$ cat src/rtl/bmw_pkg.sv
package bmw_pkg;

  localparam int ACC_W  = 32;
  localparam int BYTE_W = 8;

  typedef enum logic [1:0] {
    OFS_CMD  = 2'd0,
    OFS_MODE = 2'd1,
    OFS_STAT = 2'd2,
    OFS_TIME = 2'd3
  } win_ofs_e;

  typedef enum logic [1:0] {
    SZ_B1  = 2'd0,
    SZ_B2  = 2'd1,
    SZ_B4  = 2'd2,
    SZ_B4X = 2'd3
  } acc_size_e;

  // All-ones pattern for an access of the given width
  function automatic logic [ACC_W-1:0] wide_fill(input logic [1:0] sz);
    case (sz)
      SZ_B1:   wide_fill = {{(ACC_W-8){1'b0}}, 8'hFF};
      SZ_B2:   wide_fill = {{(ACC_W-16){1'b0}}, 16'hFFFF};
      default: wide_fill = {ACC_W{1'b1}};
    endcase
  endfunction

  // Status byte layout: [6:5] plain r/w, [2] irq flag, [1] error flag, [0] active
  function automatic logic [BYTE_W-1:0] status_view(input logic       busy,
                                                    input logic [1:0] flags,
                                                    input logic [1:0] rw);
    status_view = {1'b0, rw, 2'b00, flags, busy};
  endfunction

  // Sticky flags: clear-by-one, then set by events (set wins)
  function automatic logic [1:0] flags_next(input logic [1:0] cur,
                                            input logic [1:0] clr,
                                            input logic [1:0] set);
    flags_next = (cur & ~clr) | set;
  endfunction

endpackage

$ cat src/rtl/bmw_decode.sv
module bmw_decode
  import bmw_pkg::*;
#(
  parameter int NUM_CH = 2,
  parameter int CH_W   = 1,
  parameter int AW     = 4
) (
  input  logic              io_wr,
  input  logic [AW-1:0]     io_addr,
  input  logic [1:0]        io_size,
  output logic              win_hit,
  output logic              byte_acc,
  output logic [CH_W-1:0]   ch_sel,
  output win_ofs_e          ofs,
  output logic [NUM_CH-1:0] wr_cmd,
  output logic [NUM_CH-1:0] wr_stat,
  output logic [NUM_CH-1:0] wr_tim,
  output logic              wr_mode
);

  logic wr_ok;

  assign win_hit  = ~io_addr[2];
  assign byte_acc = (io_size == SZ_B1);
  assign ch_sel   = io_addr[AW-1:3];
  assign ofs      = win_ofs_e'(io_addr[1:0]);
  assign wr_ok    = io_wr & win_hit & byte_acc;
  assign wr_mode  = wr_ok && (ofs == OFS_MODE);

  for (genvar g = 0; g < NUM_CH; g++) begin : g_ch_dec
    logic ch_hit;
    assign ch_hit     = wr_ok && (ch_sel == CH_W'(g));
    assign wr_cmd[g]  = ch_hit && (ofs == OFS_CMD);
    assign wr_stat[g] = ch_hit && (ofs == OFS_STAT);
    assign wr_tim[g]  = ch_hit && (ofs == OFS_TIME);
  end

endmodule

$ cat src/rtl/bmw_chan_regs.sv
module bmw_chan_regs
  import bmw_pkg::*;
(
  input  logic              clk,
  input  logic              rst_n,
  input  logic              wr_cmd,
  input  logic              wr_stat,
  input  logic              wr_tim,
  input  logic [BYTE_W-1:0] wdata,
  input  logic              busy,
  input  logic              err_evt,
  input  logic              irq_evt,
  output logic [BYTE_W-1:0] cmd_q,
  output logic [BYTE_W-1:0] stat_rd,
  output logic [BYTE_W-1:0] tim_q,
  output logic              cmd_stb_q
);

  logic [1:0] flags_q;
  logic [1:0] rw_q;
  logic [1:0] clr_req;
  logic [1:0] set_req;

  assign clr_req = wr_stat ? wdata[2:1] : 2'b00;
  assign set_req = {irq_evt, err_evt};
  assign stat_rd = status_view(busy, flags_q, rw_q);

  always_ff @(posedge clk) begin
    if (!rst_n) begin
      cmd_q     <= '0;
      tim_q     <= '0;
      flags_q   <= '0;
      rw_q      <= '0;
      cmd_stb_q <= 1'b0;
    end else begin
      cmd_stb_q <= wr_cmd;
      if (wr_cmd)  cmd_q <= wdata;
      if (wr_tim)  tim_q <= wdata;
      if (wr_stat) rw_q  <= wdata[6:5];
      flags_q <= flags_next(flags_q, clr_req, set_req);
    end
  end

  AST_ERR_SETS: assert property (@(posedge clk) disable iff (!rst_n)
    err_evt |=> stat_rd[1]);
  AST_IRQ_SETS: assert property (@(posedge clk) disable iff (!rst_n)
    irq_evt |=> stat_rd[2]);
  AST_FLAGS_HOLD: assert property (@(posedge clk) disable iff (!rst_n)
    (!wr_stat && !err_evt && !irq_evt) |=> $stable(flags_q));
  AST_RW_HOLD: assert property (@(posedge clk) disable iff (!rst_n)
    !wr_stat |=> $stable(rw_q));
  AST_TIM_HOLD: assert property (@(posedge clk) disable iff (!rst_n)
    !wr_tim |=> $stable(tim_q));
  AST_ZERO_BITS: assert property (@(posedge clk) disable iff (!rst_n)
    (stat_rd[7] == 1'b0) && (stat_rd[4:3] == 2'b00));

endmodule

$ cat src/rtl/bmw_rdmux.sv
module bmw_rdmux
  import bmw_pkg::*;
#(
  parameter int NUM_CH = 2,
  parameter int CH_W   = 1
) (
  input  logic                          win_hit,
  input  logic                          byte_acc,
  input  logic [1:0]                    io_size,
  input  logic [CH_W-1:0]               ch_sel,
  input  win_ofs_e                      ofs,
  input  logic [NUM_CH-1:0][BYTE_W-1:0] cmd_arr,
  input  logic [NUM_CH-1:0][BYTE_W-1:0] stat_arr,
  input  logic [NUM_CH-1:0][BYTE_W-1:0] tim_arr,
  input  logic [BYTE_W-1:0]             mode_in,
  output logic [ACC_W-1:0]              rdata
);

  logic [BYTE_W-1:0] sel_cmd, sel_stat, sel_tim, sel_byte;

  always_comb begin
    sel_cmd  = '0;
    sel_stat = '0;
    sel_tim  = '0;
    for (int c = 0; c < NUM_CH; c++) begin
      if (ch_sel == CH_W'(c)) begin
        sel_cmd  = cmd_arr[c];
        sel_stat = stat_arr[c];
        sel_tim  = tim_arr[c];
      end
    end
  end

  always_comb begin
    case (ofs)
      OFS_CMD:  sel_byte = sel_cmd;
      OFS_MODE: sel_byte = mode_in;
      OFS_STAT: sel_byte = sel_stat;
      default:  sel_byte = sel_tim;
    endcase
  end

  always_comb begin
    if (!win_hit)       rdata = '0;
    else if (!byte_acc) rdata = wide_fill(io_size);
    else                rdata = {{(ACC_W-BYTE_W){1'b0}}, sel_byte};
  end

endmodule

$ cat src/rtl/bmdma_regwin.sv
module bmdma_regwin
  import bmw_pkg::*;
#(
  parameter int NUM_CH = 2
) (
  input  logic                 clk,
  input  logic                 rst_n,
  input  logic                 io_wr,
  input  logic [3:0]           io_addr,
  input  logic [1:0]           io_size,
  input  logic [31:0]          io_wdata,
  output logic [31:0]          io_rdata,
  input  logic [7:0]           mode_in,
  output logic                 mode_wr,
  output logic [1:0]           mode_wr_mask,
  input  logic [NUM_CH-1:0]    eng_busy,
  input  logic [NUM_CH-1:0]    eng_err_evt,
  input  logic [NUM_CH-1:0]    eng_irq_evt,
  output logic [NUM_CH-1:0]    cmd_stb,
  output logic [7:0]           cmd_byte,
  output logic [NUM_CH*8-1:0]  tim_bytes
);

  localparam int CH_W = (NUM_CH > 1) ? $clog2(NUM_CH) : 1;
  localparam int AW   = CH_W + 3;

  logic                          win_hit, byte_acc, wr_mode;
  logic [CH_W-1:0]               ch_sel;
  win_ofs_e                      ofs;
  logic [NUM_CH-1:0]             wr_cmd, wr_stat, wr_tim;
  logic [NUM_CH-1:0][BYTE_W-1:0] cmd_arr, stat_arr, tim_arr;
  logic                          unused_wdata_hi;

  assign unused_wdata_hi = ^io_wdata[31:8];

  bmw_decode #(.NUM_CH(NUM_CH), .CH_W(CH_W), .AW(AW)) u_dec (
    .io_wr    (io_wr),
    .io_addr  (io_addr[AW-1:0]),
    .io_size  (io_size),
    .win_hit  (win_hit),
    .byte_acc (byte_acc),
    .ch_sel   (ch_sel),
    .ofs      (ofs),
    .wr_cmd   (wr_cmd),
    .wr_stat  (wr_stat),
    .wr_tim   (wr_tim),
    .wr_mode  (wr_mode)
  );

  for (genvar g = 0; g < NUM_CH; g++) begin : g_chan
    bmw_chan_regs u_regs (
      .clk       (clk),
      .rst_n     (rst_n),
      .wr_cmd    (wr_cmd[g]),
      .wr_stat   (wr_stat[g]),
      .wr_tim    (wr_tim[g]),
      .wdata     (io_wdata[7:0]),
      .busy      (eng_busy[g]),
      .err_evt   (eng_err_evt[g]),
      .irq_evt   (eng_irq_evt[g]),
      .cmd_q     (cmd_arr[g]),
      .stat_rd   (stat_arr[g]),
      .tim_q     (tim_arr[g]),
      .cmd_stb_q (cmd_stb[g])
    );
  end

  bmw_rdmux #(.NUM_CH(NUM_CH), .CH_W(CH_W)) u_rd (
    .win_hit  (win_hit),
    .byte_acc (byte_acc),
    .io_size  (io_size),
    .ch_sel   (ch_sel),
    .ofs      (ofs),
    .cmd_arr  (cmd_arr),
    .stat_arr (stat_arr),
    .tim_arr  (tim_arr),
    .mode_in  (mode_in),
    .rdata    (io_rdata)
  );

  assign tim_bytes = tim_arr;

  always_ff @(posedge clk) begin
    if (!rst_n) begin
      mode_wr      <= 1'b0;
      mode_wr_mask <= '0;
      cmd_byte     <= '0;
    end else begin
      mode_wr <= wr_mode;
      if (wr_mode)  mode_wr_mask <= io_wdata[5:4];
      if (|wr_cmd)  cmd_byte     <= io_wdata[7:0];
    end
  end

  AST_WIDE_WRITE_INERT: assert property (@(posedge clk) disable iff (!rst_n)
    (io_wr && io_size != SZ_B1) |=> (cmd_stb == '0) && !mode_wr);
  AST_WIDE_READ_ONES: assert property (@(posedge clk) disable iff (!rst_n)
    (!io_addr[2] && io_size != SZ_B1) |-> (io_rdata[15:0] == 16'hFFFF));
  AST_ADDRPORT_QUIET: assert property (@(posedge clk) disable iff (!rst_n)
    io_addr[2] |-> (io_rdata == '0));
  AST_ONE_CMD_STB: assert property (@(posedge clk) disable iff (!rst_n)
    $onehot0(cmd_stb));
  AST_MODE_WR_CAUSE: assert property (@(posedge clk) disable iff (!rst_n)
    mode_wr |-> $past(io_wr && io_size == SZ_B1 && io_addr[2:0] == 3'd1));

endmodule

$ cat config.mk
export PLATFORM = sky130hd
export DESIGN_NAME = bmdma_regwin
export DESIGN_NICKNAME = d
export VERILOG_FILES = /design/src/rtl/bmw_pkg.sv /design/src/rtl/bmw_decode.sv /design/src/rtl/bmw_chan_regs.sv /design/src/rtl/bmw_rdmux.sv /design/src/rtl/bmdma_regwin.sv
export SDC_FILE = /design/constraint.sdc
export NUM_CORES = 1
export LEC_CHECK = 0
export ABC_AREA = 1
export BUFFER_PORTS_ARGS = -buffer_cell sky130_fd_sc_hd__buf_2
export CAP_MARGIN = 20
export CORE_ASPECT_RATIO = 1.1
export CORE_UTILIZATION = 30
export CTS_CLUSTER_SIZE = 16
export DETAILED_ROUTE_END_ITERATION = 12
export GPL_TIMING_DRIVEN = 0
export HOLD_SLACK_MARGIN = 0.1
export REMOVE_ABC_BUFFERS = 1
export SLEW_MARGIN = 20
export SYNTH_ARGS = -nofsm -noshare
export SYNTH_HDL_FRONTEND = slang
export SYNTH_SLANG_ARGS = --single-unit
$ cat constraint.sdc
create_clock -name clk -period 1.7 [get_ports clk]
set_input_delay 0.17 -clock clk [delete_from_list [all_inputs] [get_ports clk]]
set_output_delay 0.17 -clock clk [all_outputs]
set_load 0.02 [all_outputs]
==> reports/results.txt, run 1 <==
Outcome -> completed
Multi-input gate area -> 0.00121 mm²
Largest net degree at the start of global routing -> 38
Clk slew on worst S/H paths -> 100 ps
Sequential fraction of the synthesis area -> 0.400
Largest delay share family, worst path -> simple AND/OR/NAND/NOR gates
DRT Wirelength -> 7450 µm
# rows -> 35
Final Cycle Share -> 0.907
Via count -> 2,573
WHS Endpoint -> cmd_byte[3]$_SDFFE_PN0P_
Worst-Skew Late Latency -> 300 ps
Worst setup margin -> 158 ps
CTS Buf Count -> 5
Sequential cell area -> 0.00106 mm²
Net switching power -> 686 µW
Maximum VDD drop -> 0.000284 V
Drt via density -> 4.56
Post-route ant nets -> 0
Area of the mapped netlist -> 0.00265 mm²
Fin crit period -> 1540 ps
Finished Core Util -> 0.379
Synth Area in Compound Gates -> 0.149
CP max stage delay -> 450 ps
Worst path slowest cell -> nor2_2
Initial Utilization -> 0.312
RR Startpoint -> g_chan[0].u_regs.cmd_q[5]$_SDFFE_PN0P_
Worst reg2reg path depth -> 2
Layout area overhead -> 21.5%
Input/output buffers -> 91
CTS tree -> built
Worst Hold Slack -> 175 ps
Critical Path AT -> 1370 ps
Int Pwr -> 1.82 mW
Die Span Y -> 101 µm
WL/cell -> 13.2 µm
First-pass GRT wire length -> 11,500 µm
Number of unique standard cell types used by synthesis -> 24
Worst path required time -> 1530 ps
XOR/XNOR Fraction of Synth Area -> 0
Total gr overflow -> 0
Max-slew violations -> 0
Post-Synth Simple-Gate Area -> 0.305
Routability cong. -> 0.745
Initial antenna violation count -> 0
Final Hold Vio Count -> 0
Clock power share -> 0.337
Synthesis-stage register bit count -> 53
Largest family of logic cells by synthesized area -> simple AND/OR/NAND/NOR gates
Pwr dens -> 778 mW/mm²
H-tree levels -> 2
Buf/Inv on CP -> 3
Crit start category -> input pin
Hold path cells -> 3
Slew headroom -> 0.596
Drt initial violations -> 132
Worst Min Path Start -> io_wdata[3]
Adder-Cell Fraction of Synth Area -> 0
Crit-path max FO -> 11
Max_cap viols -> 0
Max Buffers Root-to-Sink -> 2
Mux cell area share after synthesis -> 0
Vias in the first global route -> 2,265
HP Class -> input pin to flip-flop
CP Class -> input pin to output port
Worst Skew -> 0 ps
Sequential Power Share -> 0.504
Crit end category -> output port
NumNets Final -> 508
Achievable frequency -> 648 MHz
Crit-path cells -> buf_2 > inv_1 > nor2_2 > nand2_1 > nand3_1 > nor2_1 > nor2_1 > buf_2
Worst slew pin tran -> 604 ps
Setup slack at placement -> -425 ps
Unrepaired setup endpoints after global routing -> false
TNS Setup -> 0 ps
Mapped Cells -> 382
CTS root buf -> clkbuf_8
Flop2flop setup slack -> 1090 ps
Switching Share -> 0.274
Leakage -> 1.50 nW
Die width -> 91.6 µm
Comb pwr share -> 0.158
Core area -> 0.00850 mm²
Final setup viols -> 0
Ports -> 116
GRT Resource Usage Total -> 0.160
Drt first pass iters -> 4
Synth warn -> 0
FILL cells -> 948
Die ar. -> 0.00922 mm²
Share of cells above drive strength 1 -> 0.269
HPWL Detailed -> 5030 µm
DR DRC count -> 0
Avg Cell Area, Syn -> 6.94 µm²
Reg2Reg Capture Point -> g_chan[0].u_regs.cmd_q[5]$_SDFFE_PN0P_
ANT cells -> 0
# clock sinks -> 53
==> cell usage after synthesis <==
cell type	number	area [µm²]
nand3_1	17	85.1
nor2_4	1	11.3
buf_8	1	15.0
nand3_4	3	52.6
nand3_2	1	10.0
o21ai_0	56	280
inv_2	2	7.51
nor2_8	1	20.0
nand3b_1	1	7.51
clkinv_2	2	10.0
buf_1	1	3.75
buf_6	2	22.5
nor2_1	106	398
a21oi_1	14	70.1
o211ai_1	6	45.0
buf_2	7	35.0
dfxtp_1	53	1060
clkinv_1	1	3.75
nand2_4	1	11.3
nand4_1	4	25.0
buf_4	25	188
nand2_1	50	188
inv_1	22	82.6
clkbuf_1	5	18.8
==> layer usage <==
layer / vias up / GRT usage / part of all wire
met3: 5 / 0.0279 / 0.056
met4: 0 / 0.0330 / 0.0068
met1: 1164 / 0.209 / 0.47
met5: - / 0 / 0
li1: 1337 / - / -
met2: 67 / 0.275 / 0.47
==> sequential cells by signal (all words and copies together), names as in the netlist <==
register,count
mode_wr_mask,2
g_chan.u_regs.tim_q,16
g_chan.u_regs.flags_q,4
g_chan.u_regs.cmd_q,16
g_chan.u_regs.cmd_stb_q,2
mode_wr,1
cmd_byte,8
g_chan.u_regs.rw_q,4
==> metrics by stage <==
step / std cells / area [µm²] / power [mW]
4_1_cts: 557 / 3140 / 2.51
5_1_grt: 564 / 3220 / 2.61
6_report: 564 / 3220 / 2.51
2_1_floorplan: 341 / 2370 / 1.49
3_3_place_gp: 543 / 2960 / 1.65
3_5_place_dp: 543 / 2960 / 1.65
==> repair_timing <==
| item | CTS | global route |
|---|---|---|
| cloned | 1 | 0 |
| gates resized for setup | 6 | 0 |
| hold buffers | 4 | 0 |
| setup buffers | 2 | 7 |
| hold endpoints to repair | 4 | 0 |
| pin swaps | 0 | 1 |
| setup endpoints to repair | 16 | 3 |
==> logic make-up after synthesis <==
family	Yosys count
flops	53
compound gates	76
buf+inv	68
simple gates	185
==> worst max path at each step <==
stage | cells after the start | from | slack (ps) | end
3_5_place_dp | 9 | io_addr[3] | -420 | io_rdata[0]
5_1_grt | 8 | io_addr[0] | 20 | io_rdata[0]
4_1_cts | 7 | io_addr[1] | 20 | io_rdata[4]
2_1_floorplan | 2 | io_size[1] | -2640 | io_rdata[16]
6_report | 8 | io_addr[0] | 160 | io_rdata[0]
3_3_place_gp | 9 | io_addr[3] | -410 | io_rdata[0]
==> power groups by stage <==
stage / Clock (mW) / Sequential [mW] / Combinational (mW)
4_1_cts: 0.867 / 1.26 / 0.379
2_1_floorplan: 0 / 1.30 / 0.192
3_3_place_gp: 0 / 1.29 / 0.361
5_1_grt: 0.911 / 1.27 / 0.435
6_report: 0.845 / 1.26 / 0.397
3_5_place_dp: 0 / 1.29 / 0.361
==> worst reg2reg max path, delay by kind of cell (launching register included) <==
family           cells  cell delay, ps
and+or+nand+nor      2             180
DFF                  1             330
==> placed cells by master, fill, tap and decap left out, drive strengths merged <==
cell type	synthesis	routed
clkinv	3	4
clkbuf	5	5
clkinvlp	0	2
a21oi	14	14
nand2	51	51
buf	36	100
o21ai	56	56
inv	24	23
dfxtp	53	53
dlygate4sd3	0	4
nor2	108	108
nand4	4	4
nand3	21	21
bufinv	0	1
o211ai	6	6
nand3b	1	1
==> layout make-up <==
cell class,instances,share of cell area
multi-input cells,261,0.375
flip-flops and latches,53,0.329
repair buffers,104,0.184
well taps,111,0.0431
inverters,27,0.0334
clock buffers,5,0.0214
clock inverters,2,0.0109
repair inverters,1,0.00233
Power figures use the tool's default switching activity.
==> inputs of run 2 (changes only) <==
--- a/config.mk
+++ b/config.mk
@@ -14,6 +14,7 @@
 export DETAILED_ROUTE_END_ITERATION = 12
 export GPL_TIMING_DRIVEN = 0
 export HOLD_SLACK_MARGIN = 0.1
+export RECOVER_POWER = 25
 export REMOVE_ABC_BUFFERS = 1
 export SLEW_MARGIN = 20
 export SYNTH_ARGS = -nofsm -noshare
==> run 2 against run 1 <==
Flip-flop and latch count did not move. Power is 0.27% lower. Worst setup slack got worse by 12 ps. Register-to-register slack about the same. Combinational power barely moved. Final area decreased by 1.1%. Sequential share of layout area rose by 0.36 points. Core utilization decreased by 0.41 points. Die area stayed put. Sequential power is essentially flat. Cell count unchanged. Global-route usage unchanged.
==> reports/results.txt, run 2 (synthesis results as in run 1) <==
# clock sinks -> 53 (unchanged)
Worst-Skew Late Latency -> 300 ps (about the same)
Leakage -> 1.37 nW (was 1.50 nW)
ANT cells -> 0 (unchanged)
Drt initial violations -> 136 (was 132)
Largest delay share family, worst path -> simple AND/OR/NAND/NOR gates (unchanged)
Int Pwr -> 1.82 mW (about the same)
DRT Wirelength -> 7430 µm (was 7450 µm)
Max-slew violations -> 0 (unchanged)
Drt first pass iters -> 4 (unchanged)
Final Cycle Share -> 0.914 (was 0.907)
Via count -> 2,588 (was 2,573)
Total gr overflow -> 0 (unchanged)
HPWL Detailed -> 5030 µm (unchanged)
Critical path launch point -> io_addr[0] (unchanged)
Worst Hold Slack -> 178 ps (was 175 ps)
Most common cell after layout, fill and taps aside -> nor2_1 (unchanged)
Final setup viols -> 0 (unchanged)
Sequential Power Share -> 0.506 (was 0.504)
WL/cell -> 13.2 µm (about the same)
Buf/Inv on CP -> 3 (unchanged)
Most frequent cells in the layout -> nor2_1 (104), buf_2 (62), o21ai_0 (56) (was nor2_1 (104), buf_2 (90), o21ai_0 (56))
RR Startpoint -> g_chan[0].u_regs.cmd_q[5]$_SDFFE_PN0P_ (unchanged)
Post-route ant nets -> 0 (unchanged)
Slew headroom -> 0.596 (about the same)
Final cell count without fillers -> 564 (unchanged)
CP max stage delay -> 460 ps (was 450 ps)
Routability cong. -> 0.745 (unchanged)
Cell Area, Placed -> 0.00296 mm² (unchanged)
Unrepaired setup endpoints after global routing -> false (unchanged)
NumNets Final -> 508 (unchanged)
Critical Path AT -> 1380 ps (was 1370 ps)
Maximum VDD drop -> 0.000283 V (was 0.000284 V)
HP Class -> input pin to flip-flop (unchanged)
CP Class -> input pin to output port (unchanged)
Clk slew on worst S/H paths -> 100 ps (about the same)
Design area -> 0.00319 mm² (was 0.00322 mm²)
Achievable frequency -> 644 MHz (was 648 MHz)
Largest net degree at the start of global routing -> 38 (unchanged)
Pwr dens -> 784 mW/mm² (was 778 mW/mm²)
GRT Resource Usage Total -> 0.160 (unchanged)
Die width -> 91.6 µm (unchanged)
Vias in the first global route -> 2,265 (unchanged)
Input/output buffers -> 91 (unchanged)
Dpl cells -> 543 (unchanged)
Worst path required time -> 1530 ps (about the same)
Comb pwr share -> 0.159 (was 0.158)
Clock power share -> 0.336 (was 0.337)
Layout area overhead -> 20.2% (was 21.5%)
Outcome -> completed (unchanged)
Crit end category -> output port (unchanged)
Initial antenna violation count -> 0 (unchanged)
Crit start category -> input pin (unchanged)
Core area -> 0.00850 mm² (unchanged)
Net switching power -> 681 µW (was 686 µW)
H-tree levels -> 2 (unchanged)
CTS tree -> built (unchanged)
# rows -> 35 (unchanged)
First-pass GRT wire length -> 11,500 µm (unchanged)
Ports -> 116 (unchanged)
CTS root buf -> clkbuf_8 (unchanged)
Worst slew pin tran -> 604 ps (about the same)
Crit-path cells -> buf_2 > inv_1 > nor2_2 > nand2_1 > nand3_1 > nor2_1 > nor2_1 > buf_2 (unchanged)
Worst Skew -> 0 ps (unchanged)
Largest regs -> g_chan.u_regs.cmd_q: 16 flops, g_chan.u_regs.tim_q: 16 flops, cmd_byte: 8 flops (unchanged)
Final Hold Vio Count -> 0 (unchanged)
Die Span Y -> 101 µm (unchanged)
Initial Utilization -> 0.312 (unchanged)
DR DRC count -> 0 (unchanged)
Switching Share -> 0.272 (was 0.274)
Crit-path max FO -> 11 (unchanged)
Worst Min Path Start -> io_wdata[3] (unchanged)
CTS Buf Count -> 5 (unchanged)
Worst path slowest cell -> nor2_2 (unchanged)
Drt via density -> 4.59 (was 4.56)
Max_cap viols -> 0 (unchanged)
Fin crit period -> 1550 ps (was 1540 ps)
Max Buffers Root-to-Sink -> 2 (unchanged)
Die ar. -> 0.00922 mm² (unchanged)
FILL cells -> 952 (was 948)
Share of cells above drive strength 1 -> 0.208 (was 0.269)
## run 2: cell count changes in the layout (fill, tap and decap cells not counted)
cell and delta:
clkbuf_1 +28, buf_2 -28
## run 2: layer usage
layer,global-route usage,vias to the layer above,part of all wire
met5,0,-,0
met4,0.0330,0,0.0032
met3,0.0279,2,0.053
met2,0.275,79,0.48
met1,0.209,1168,0.46
li1,-,1339,-
## run 2: cell type report
cell class	instances	area (µm²)	share of cell area
timing repair buffer	104	559	0.176
clock inverter	2	35.0	0.0110
tap	111	139	0.0436
inverter	27	108	0.0338
timing repair inverter	1	7.51	0.00236
clock buffer	5	68.8	0.0216
multi-input combinational	261	1210	0.379
sequential	53	1060	0.333
## run 2: worst paths after layout
check	end	slack, ps	cells after the start
max	io_rdata[0]	150	8
min	cmd_byte[3]$_SDFFE_PN0P_	180	3
max reg2reg	g_chan[0].u_regs.cmd_q[5]$_SDFFE_PN0P_	1080	2
min reg2reg	cmd_byte[0]$_SDFFE_PN0P_	470	2
## run 2: metrics by stage
step,TNS [ps],utilization,setup WS [ps],total power [mW]
floorplan,-49890,-,-2640,1.49
global placement,-8180,0.349,-412,1.65
detailed placement,-8480,0.349,-425,1.65
CTS,0,0.370,16.0,2.51
global route,0,0.375,16.1,2.61
finish,0,0.375,146,2.50
## run 2: tightest hold or removal path, delay by kind of cell
| kind | cells | cell delay [ps] |
|---|---|---|
| buffers and inverters | 1 | 130 |
| AND/OR/NAND/NOR | 1 | 80 |
| AO/OA/AOI/OAI | 1 | 60 |
## run 2: repair_timing
action                                  4_1_cts  5_1_grt
hold endpoints to repair                      4        0
resized for setup                             6        0
gates cloned                                  1        0
hold buffers                                  4        0
endpoints found under the setup margin       16        3
setup buffers                                 2        7
pin swaps                                     0        1
## run 2: power groups by stage
stage | logic, mW | clock network (mW) | registers (mW)
6_report | 0.396 | 0.839 | 1.26
5_1_grt | 0.434 | 0.911 | 1.27
4_1_cts | 0.379 | 0.867 | 1.26
3_5_place_dp | 0.361 | 0 | 1.29
3_3_place_gp | 0.361 | 0 | 1.29
2_1_floorplan | 0.192 | 0 | 1.30
==> inputs of run 3 (changes only) <==
--- a/config.mk
+++ b/config.mk
@@ -14,7 +14,6 @@
 export DETAILED_ROUTE_END_ITERATION = 12
 export GPL_TIMING_DRIVEN = 0
 export HOLD_SLACK_MARGIN = 0.1
-export RECOVER_POWER = 25
 export REMOVE_ABC_BUFFERS = 1
 export SLEW_MARGIN = 20
 export SYNTH_ARGS = -nofsm -noshare
==> constraint.sdc (replaced) <==
create_clock -name clk -period 1.7 [get_ports clk]
set_input_delay 0.425 -clock clk [delete_from_list [all_inputs] [get_ports clk]]
set_output_delay 0.425 -clock clk [all_outputs]
set_load 0.02 [all_outputs]
==> run 3 against run 2 <==
The flow now finishes with violations (setup timing). Power grew 2.4%. Core utilization grew 2.4 points. First-iteration DRC count shrank 8.8%. Sequential power is essentially flat. Cell count grew 1.2%. Sequential share of layout area shrank 2.0 points. Critical endpoint is now io_rdata[6]. Die area is the same. Wire length grew 6.2%. Via count grew 2.7%.
==> reports/results.txt, run 3 (synthesis results as in run 1) <==
Maximum VDD drop -> 0.000294 V (was 0.000283 V)
Worst setup margin -> -53.2 ps (was 146 ps)
Largest regs -> g_chan.u_regs.cmd_q: 16 flops, g_chan.u_regs.tim_q: 16 flops, cmd_byte: 8 flops (unchanged)
Final Hold Vio Count -> 0 (unchanged)
Worst Skew -> 0 ps (unchanged)
Worst Min Path Start -> eng_err_evt[1] (was io_wdata[3])
Max_cap viols -> 0 (unchanged)
Die Span Y -> 101 µm (unchanged)
Worst-Skew Late Latency -> 300 ps (about the same)
Share of cells above drive strength 1 -> 0.317 (was 0.208)
Drt initial violations -> 124 (was 136)
Most frequent cells in the layout -> nor2_1 (99), buf_2 (80), dfxtp_1 (52) (was nor2_1 (104), buf_2 (62), o21ai_0 (56))
Finished Core Util -> 0.399 (was 0.375)
Initial antenna violation count -> 0 (unchanged)
Initial Utilization -> 0.312 (unchanged)
Worst path slowest cell -> buf_4 (was nor2_2)
# clock sinks -> 53 (unchanged)
Cts hold-fix bufs -> 0 (was 4)
Drt first pass iters -> 4 (unchanged)
Cell Area, Placed -> 0.00296 mm² (unchanged)
Flop2flop setup slack -> 1080 ps (about the same)
Die ar. -> 0.00922 mm² (unchanged)
Final Cycle Share -> 1.03 (was 0.914)
Worst slew pin tran -> 562 ps (was 604 ps)
TNS Setup -> -240 ps (was 0 ps)
Worst reg2reg path depth -> 2 (unchanged)
First-pass GRT wire length -> 12,300 µm (was 11,500 µm)
Fin crit period -> 1750 ps (was 1550 ps)
Core area -> 0.00850 mm² (unchanged)
Via count -> 2,659 (was 2,588)
Slew headroom -> 0.626 (was 0.596)
Most frequent CP cell -> nand2_1
Vias in the first global route -> 2,389 (was 2,265)
Leakage -> 1.55 nW (was 1.37 nW)
# rows -> 35 (unchanged)
Max-slew violations -> 0 (unchanged)
Unrepaired setup endpoints after global routing -> true (was false)
Largest delay share family, worst path -> buffers and inverters (was simple AND/OR/NAND/NOR gates)
Reg2Reg Capture Point -> g_chan[0].u_regs.cmd_q[5]$_SDFFE_PN0P_ (unchanged)
FILL cells -> 930 (was 952)
Drt via density -> 4.66 (was 4.59)
H-tree levels -> 2 (unchanged)
Crit start category -> input pin (unchanged)
CTS root buf -> clkbuf_8 (unchanged)
WHS Endpoint -> g_chan[1].u_regs.flags_q[0]$_SDFF_PN0_ (was cmd_byte[3]$_SDFFE_PN0P_)
WL/cell -> 13.8 µm (was 13.2 µm)
NumNets Final -> 515 (was 508)
Worst path required time -> 1270 ps (was 1530 ps)
Crit-path cells -> buf_16 > clkinvlp_4 > buf_6 > nand2_1 > nand2_1 > nand2_1 > nand3_1 > nor2_1 > nor2_1 > buf_4 (was buf_2 > inv_1 > nor2_2 > nand2_1 > nand3_1 > nor2_1 > nor2_1 > buf_2)
Worst Hold Slack -> 342 ps (was 178 ps)
Hold path cells -> 3 (unchanged)
Layout area overhead -> 27.8% (was 20.2%)
Routability cong. -> 0.745 (unchanged)
Die width -> 91.6 µm (unchanged)
Largest net degree at the start of global routing -> 38 (unchanged)
Total chip power -> 2.56 mW (was 2.50 mW)
Crit-path max FO -> 9 (was 11)
CP Class -> input pin to output port (unchanged)
Clk slew on worst S/H paths -> 100 ps (about the same)
Achievable frequency -> 570 MHz (was 644 MHz)
Outcome -> finished, violations left (was completed)
CP max stage delay -> 160 ps (was 460 ps)
CTS Buf Count -> 5 (unchanged)
Input/output buffers -> 91 (unchanged)
Total gr overflow -> 0 (unchanged)
Final setup viols -> 6 (was 0)
ANT cells -> 0 (unchanged)
Crit end category -> output port (unchanged)
RR Startpoint -> g_chan[0].u_regs.cmd_q[5]$_SDFFE_PN0P_ (unchanged)
Post-route ant nets -> 0 (unchanged)
Max Buffers Root-to-Sink -> 2 (unchanged)
Design area -> 0.00339 mm² (was 0.00319 mm²)
Ports -> 116 (unchanged)
Dpl cells -> 543 (unchanged)
Setup slack at placement -> -935 ps (was -425 ps)
Violated checks -> setup timing
DR DRC count -> 0 (unchanged)
HP Class -> input pin to flip-flop (unchanged)
CTS tree -> built (unchanged)
Most common cell after layout, fill and taps aside -> nor2_1 (unchanged)
GRT Resource Usage Total -> 0.172 (was 0.160)
Buf/Inv on CP -> 4 (was 3)
Final cell count without fillers -> 571 (was 564)
Pwr dens -> 755 mW/mm² (was 784 mW/mm²)
Critical Path AT -> 1330 ps (was 1380 ps)
HPWL Detailed -> 5030 µm (unchanged)
DRT Wirelength -> 7880 µm (was 7430 µm)
[run 3: changes by cell type in the layout (fill, tap and decap cells not counted), sizes merged]
cell	before	now
clkinv	4	5
nor2	108	109
dlygate4sd3	4	0
clkinvlp	2	4
inv	23	21
buf	72	109
clkbuf	33	5
[run 3: area by class of cell]
cell class	instances	area, µm²	share of cell area
clock buffer	5	68.8	0.0203
tap	111	139	0.0410
timing repair buffer	109	693	0.205
sequential	53	1060	0.313
clock inverter	2	35.0	0.0103
inverter	27	119	0.0351
multi-input combinational	262	1260	0.371
timing repair inverter	2	15.0	0.00443
[run 3: worst min-delay path: cells and delay by family]
family                 cells  cell delay (ps)
AOI/OAI and AO/OA          1               50
buffers and inverters      2              130
[run 3: metal layers]
layer | vias to the layer above | GRT usage | share of wire | wire length, µm
met5 | - | 0 | 0 | 0
met4 | 0 | 0.0330 | 0.0065 | 51
met3 | 5 | 0.0287 | 0.050 | 396
met2 | 75 | 0.307 | 0.48 | 3800
met1 | 1222 | 0.219 | 0.46 | 3630
li1 | 1357 | - | - | -
[run 3: power breakdown]
group	total, mW	switching [mW]	internal, mW
Combinational	0.454	0.283	0.170
Clock	0.840	0.411	0.429
Sequential	1.26	0.00802	1.26
[run 3: how the worst max path moves through the flow]
stage / slack [ps] / end / cells after the start / startpoint
floorplan: -3150 / io_rdata[16] / 2 / io_size[1]
global placement: -920 / io_rdata[0] / 9 / io_addr[3]
detailed placement: -930 / io_rdata[0] / 9 / io_addr[3]
CTS: -100 / io_rdata[0] / 6 / io_addr[3]
global route: -140 / io_rdata[0] / 5 / g_chan[0].u_regs.cmd_q[0]$_SDFFE_PN0P_
finish: -50 / io_rdata[6] / 10 / io_addr[3]
[run 3: repair_timing]
| item | CTS | global route |
|---|---|---|
| buffers inserted | 16 | 1 |
| gates cloned | 4 | 0 |
| gates resized for setup | 47 | 12 |
| pin swaps | 8 | 8 |
| setup endpoints to repair | 51 | 38 |
| endpoints found under the hold margin | 0 | 0 |
